**src/rtl/cap_quad_pkg.sv**
```systemverilog
package cap_quad_pkg;
  localparam int NCH   = 4;
  localparam int NPAIR = NCH / 2;

  typedef enum logic [1:0] {
    SEL_A = 2'd0,
    SEL_B = 2'd1,
    SEL_C = 2'd2,
    SEL_D = 2'd3
  } cap_sel_e;
endpackage

```
**src/rtl/cap_edge_det.sv**
```systemverilog
module cap_edge_det #(
  parameter int NCH = 4
) (
  input  logic           clk,
  input  logic           rst,
  input  logic [NCH-1:0] pin_i,
  input  logic [NCH-1:0] rise_sel_i,
  output logic [NCH-1:0] evt_o
);
  genvar i;
  generate
    for (i = 0; i < NCH; i++) begin : g_ch
      // sh[0], sh[1]: two-flop synchronizer; sh[2]: previous synchronized level
      logic [2:0] sh;
      always_ff @(posedge clk) begin
        if (rst) sh <= '0;
        else     sh <= {sh[1:0], pin_i[i]};
      end
      assign evt_o[i] = rise_sel_i[i] ? (sh[1] & ~sh[2]) : (~sh[1] & sh[2]);

      // a selected edge yields a single-cycle event
      assert_single_evt_R3: assert property (@(posedge clk) disable iff (rst)
        evt_o[i] |=> (!evt_o[i] || (rise_sel_i[i] != $past(rise_sel_i[i]))));
    end
  endgenerate
endmodule

```
**src/rtl/cap_store.sv**
```systemverilog
module cap_store #(
  parameter int CW = 16
) (
  input  logic                clk,
  input  logic                rst,
  input  logic [3:0]          evt_i,
  input  logic [CW-1:0]       count_i,
  input  logic [1:0]          buf_en_i,
  input  logic                clr_we_i,
  input  logic [3:0]          clr_mask_i,
  output logic [3:0][CW-1:0]  creg_o,
  output logic [3:0]          flag_o
);
  import cap_quad_pkg::*;

  logic [3:0] set_w;
  logic [3:0] clr_w;

  genvar p;
  generate
    for (p = 0; p < NPAIR; p++) begin : g_pair
      logic [CW-1:0] lo_q;
      logic [CW-1:0] hi_q;
      logic          ld_lo;
      logic          shift_hi;
      logic          ld_hi;

      assign ld_lo    = evt_i[p];
      assign shift_hi = evt_i[p] & buf_en_i[p];
      assign ld_hi    = evt_i[p+NPAIR] & ~buf_en_i[p];

      always_ff @(posedge clk) begin
        if (rst) begin
          lo_q <= '0;
          hi_q <= '0;
        end else begin
          if (ld_lo) lo_q <= count_i;
          if (shift_hi)   hi_q <= lo_q;
          else if (ld_hi) hi_q <= count_i;
        end
      end

      assign creg_o[p]       = lo_q;
      assign creg_o[p+NPAIR] = hi_q;
      assign set_w[p]        = ld_lo;
      assign set_w[p+NPAIR]  = ld_hi;

      // a detected edge stores the count of that cycle
      assert_load_lo_R2: assert property (@(posedge clk) disable iff (rst)
        evt_i[p] |=> (creg_o[p] == $past(count_i)));
      // chained transfer of the previous low value
      assert_chain_shift_R6: assert property (@(posedge clk) disable iff (rst)
        (evt_i[p] && buf_en_i[p]) |=> (creg_o[p+NPAIR] == $past(creg_o[p])));
      // buffer register ignores its own pin while chained
      assert_chain_hold_R8: assert property (@(posedge clk) disable iff (rst)
        (buf_en_i[p] && !evt_i[p]) |=> $stable(creg_o[p+NPAIR]));
    end
  endgenerate

  assign clr_w = clr_we_i ? clr_mask_i : 4'b0000;

  always_ff @(posedge clk) begin
    if (rst) flag_o <= '0;
    else     flag_o <= (flag_o & ~clr_w) | set_w;
  end

  // a capture in the clear cycle keeps the flag
  assert_set_wins_R4: assert property (@(posedge clk) disable iff (rst)
    (evt_i[0] && clr_we_i && clr_mask_i[0]) |=> flag_o[0]);
endmodule

```
**src/rtl/cap_quad.sv**
```systemverilog
module cap_quad #(
  parameter int CW = 16
) (
  input  logic          clk,
  input  logic          rst,
  input  logic [CW-1:0] count_i,
  input  logic [3:0]    cap_pin_i,
  input  logic [3:0]    edge_rise_i,
  input  logic [1:0]    buf_en_i,
  input  logic [3:0]    irq_en_i,
  input  logic          clr_we_i,
  input  logic [3:0]    clr_mask_i,
  input  logic [1:0]    rd_sel_i,
  output logic [CW-1:0] rd_data_o,
  output logic [3:0]    flags_o,
  output logic          irq_o
);
  import cap_quad_pkg::*;

  logic [NCH-1:0]         evt;
  logic [3:0][CW-1:0]     creg;
  cap_sel_e               sel;

  cap_edge_det #(.NCH(NCH)) u_edge (
    .clk        (clk),
    .rst        (rst),
    .pin_i      (cap_pin_i),
    .rise_sel_i (edge_rise_i),
    .evt_o      (evt)
  );

  cap_store #(.CW(CW)) u_store (
    .clk        (clk),
    .rst        (rst),
    .evt_i      (evt),
    .count_i    (count_i),
    .buf_en_i   (buf_en_i),
    .clr_we_i   (clr_we_i),
    .clr_mask_i (clr_mask_i),
    .creg_o     (creg),
    .flag_o     (flags_o)
  );

  assign sel = cap_sel_e'(rd_sel_i);

  always_ff @(posedge clk) begin
    if (rst) begin
      rd_data_o <= '0;
      irq_o     <= 1'b0;
    end else begin
      rd_data_o <= creg[sel];
      irq_o     <= |(flags_o & irq_en_i);
    end
  end

  genvar i;
  generate
    for (i = 0; i < NCH; i++) begin : g_chk
      // a flag only rises after its own pin produced an event
      assert_flag_source_R3: assert property (@(posedge clk) disable iff (rst)
        $rose(flags_o[i]) |-> $past(evt[i]));
    end
  endgenerate

  // request only follows an enabled flag
  assert_irq_cause_R5: assert property (@(posedge clk) disable iff (rst)
    irq_o |-> $past(|(flags_o & irq_en_i)));
  // outputs are quiet in the cycle after reset
  assert_reset_quiet_R1: assert property (@(posedge clk)
    $past(rst) |-> (!irq_o && (flags_o == 4'b0000)));
endmodule

```
**config.mk**
```make
export PLATFORM = sky130hd
export DESIGN_NAME = cap_quad
export DESIGN_NICKNAME = d
export VERILOG_FILES = /design/src/rtl/cap_quad_pkg.sv /design/src/rtl/cap_edge_det.sv /design/src/rtl/cap_store.sv /design/src/rtl/cap_quad.sv
export SDC_FILE = /design/constraint.sdc
export NUM_CORES = 1
export LEC_CHECK = 0
export BUFFER_PORTS_ARGS = -buffer_cell sky130_fd_sc_hd__buf_2
export CORE_ASPECT_RATIO = 1.25
export CORE_MARGIN = 4
export CORE_UTILIZATION = 35
export DETAILED_ROUTE_END_ITERATION = 7
export MAX_ROUTING_LAYER = met4
export REMOVE_ABC_BUFFERS = 1
export SYNTH_ARGS = -nofsm -noshare
export SYNTH_HDL_FRONTEND = slang
export SYNTH_SLANG_ARGS = --single-unit
export TNS_END_PERCENT = 1
```
**constraint.sdc**
```tcl
create_clock -name clk -period 1.9 [get_ports clk]
set_input_delay 0.19 -clock clk [delete_from_list [all_inputs] [get_ports clk]]
set_output_delay 0.19 -clock clk [all_outputs]
set_load 0.02 [all_outputs]
```
==> qor.txt <==
initial antenna violation count - 0
final std cells w/o fill - 665
crit path kind - flop to flop
Worst VDD drop - 0.000408 V
root buffer selected by CTS - clkbuf_16
leak pwr - 1.81 nW
antenna diode count - 0
RSZ-0062 raised after global routing - false
status - complete, no violations
ys async rst share - 0%
Placed Cells - 650
final worst path period need - 1580 ps
main combinational cell family by area after synthesis - compound AO/OA/AOI/OAI gates
Die Height - 134 um
GR Overflow Total - 0
Area growth, synth to finish - 18.3%
HP Class - input port to flop
area share of the largest cell type after synthesis - 43.8%
first-pass detailed-route iteration total - 5
Die ar. - 14600 um2
# Post-CTS Setup Buffers - 0
starting density of the core - 36.2%
htree depth - 3
CTS max path bufs - 2
routed vias - 3951
worst path required time - 2140 ps
crit path capture type - flop
# port buffers - 59
Final Hold Viols - 0
YS warnings - 0
Main synth FF type - dfxtp_1
post-synthesis register bit count - 97
final WL - 13.4 mm
Post-synth EDFFs - 0
CTS Hold Bufs - 0
clk_lat worst skew - 350 ps
relative slew slack - 67.4%
Register Area - 1940 um2
row count - 45
synthesized cell area - 4440 um2
vias per cell - 5.94
Least-Margin Pin Slew - 489 ps
clk_skew - 8.13 ps
final worst path period share - 83.3%
dpl hpwl - 8.03 mm
Seq/Total Area, Yosys - 43.8%
worst-path maximum fanout - 8
share of cells above drive strength 1 - 26.3%
DR WL/cell - 20.1 um
Power Density - 869 nW/um2
vias in the first global route - 3926
final setup vio count - 0
total power - 0.00456 W
Worst EP arrival - 1820 ps
DRT iter0 DRCs - 262
Total GRT Usage - 19.2%
largest net degree at the start of global routing - 76
area of the multi-input gates - 2250 um2
simple-gate share of the synthesized area - 16.9%
clk sink count - 97
post-route DRC violation count - 0
largest cells by area after synthesis - dfxtp_1 (44%), mux4_2 (8.1%), nand3_1 (5.8%)
Synth Area in Adders - 0%
FILL cells - 1265
NumNets Final - 536
# resized after CTS - 0
Clk pin slew, worst setup/hold paths - 70 ps
final RePlAce weighted congestion - 0.814
syn avg cell area - 9.75 um2
post-route ant nets - 0
core area - 12300 um2
Max Slew Vio Count - 0
first-pass GRT wire length - 21.1 mm
# IOs - 60
Unique masters post-synth - 34
Synth Area in XOR/XNOR - 0%
Syn Inst Count - 455
Compound-Gate Fraction of Synth Area - 25.5%
Max-cap violations - 0
clock buffer count from CTS - 9
Critical Path Start Type - flop
leading area contributor after synthesis - dfxtp_1
Chip Width - 109 um
multiplexer area fraction after synthesis - 8.12%
fmax - 632 MHz
CTS tree - done
-- power breakdown --
part	switching [W]	leakage, nW	total, W	internal [W]
clock network	0.000776	0.162	0.00203	0.00126
logic	0.000226	0.863	0.000385	0.000159
registers	0.0000415	0.788	0.00214	0.00210
total	0.00104	1.81	0.00456	0.00352
-- flip-flops by register name (all words and copies together) (netlist names) --
name                 flops
u_store.g_pair.hi_q     32
u_store.g_pair.lo_q     32
rd_data_o               16
u_edge.g_ch.sh          12
u_store.flag_o           4
irq_o                    1
-- per-stage QoR --
| step | setup TNS [ps] | area (um2) | hold WS, ps | util (%) | setup WS, ps |
|---|---|---|---|---|---|
| 2_1_floorplan | -5080 | 4200 | 258 | - | -424 |
| 3_3_place_gp | 0 | 4920 | 399 | 40.1 | 397 |
| 4_1_cts | 0 | 5250 | 40.7 | 42.8 | 332 |
| 3_5_place_dp | 0 | 4920 | 407 | 40.1 | 308 |
| 5_1_grt | 0 | 5250 | 45.3 | 42.8 | 231 |
| 6_report | 0 | 5250 | 44.5 | 42.8 | 318 |
-- cell families after synthesis --
family                 after synthesis
AOI/OAI and AO/OA                  171
buffers and inverters               55
DFF                                 97
muxes                               16
and+or+nand+nor                    116
-- Yosys cell counts, types with 4 or more instances --
library cell   n
o21ai_0       40
buf_2         14
mux4_2        16
clkbuf_1      32
a21oi_1       35
and2_1        16
o21ai_1       20
nand2_1        8
nand3_1       51
a211oi_1      26
a311oi_1      18
nand4_1        6
dfxtp_1       97
a31oi_1        4
o2111ai_1      6
o211ai_1      12
nor2b_1       12
nand3_2        7
a311oi_2       8
-- cell usage in the layout, fill, tap and decap left out, types with 4 or more instances in the layout --
cell type,instances
o2111ai_1,6
o211ai_1,12
a211oi_1,26
a21oi_1,35
nor2b_1,12
nand2_1,8
and2_1,16
nand3_1,51
mux4_2,16
clkbuf_16,9
a311oi_2,8
nand3_2,7
o21ai_1,20
buf_2,59
buf_4,21
a311oi_1,18
o21ai_0,40
a31oi_1,4
dfxtp_1,97
nand4_1,6
-- path summary, 6_finish.rpt --
kind                                      startpoint                          to  slack, ps  cells past startpoint
worst max-delay path            u_edge.g_ch[2].sh[1]  u_store.g_pair[0].hi_q[11]        320                      4
worst max register to register  u_edge.g_ch[2].sh[1]  u_store.g_pair[0].hi_q[11]        320                      4
worst min-delay path                    cap_pin_i[3]        u_edge.g_ch[3].sh[0]         40                      2
worst min register to register  u_edge.g_ch[0].sh[0]        u_edge.g_ch[0].sh[1]        440                      1
-- metal layers --
metal  global-route usage, %  vias to the layer above  wire length [um]
met2                    30.7                      179              6470
met4                    6.46                        0               292
met1                    23.9                     1919              5590
met3                    4.43                       20              1010
li1                        -                     1833                 -
met5                       -                        -                 0
-- worst max-delay path, stage by stage, from the launching register on --
cell and delay (ps):
dfxtp_1 410, and4bb_1 450, buf_4 230, o21ai_1 60
a311oi_1 320
-- final cells by class --
cell class	count	share of cell area (%)
Multi-Input combinational cell	303	42.8
Inverter	3	0.215
Clock inverter	2	1.14
Sequential cell	97	37.0
Clock buffer	13	5.15
Timing Repair Buffer	83	9.77
Tap cell	164	3.91
Power figures use the tool's default switching activity.
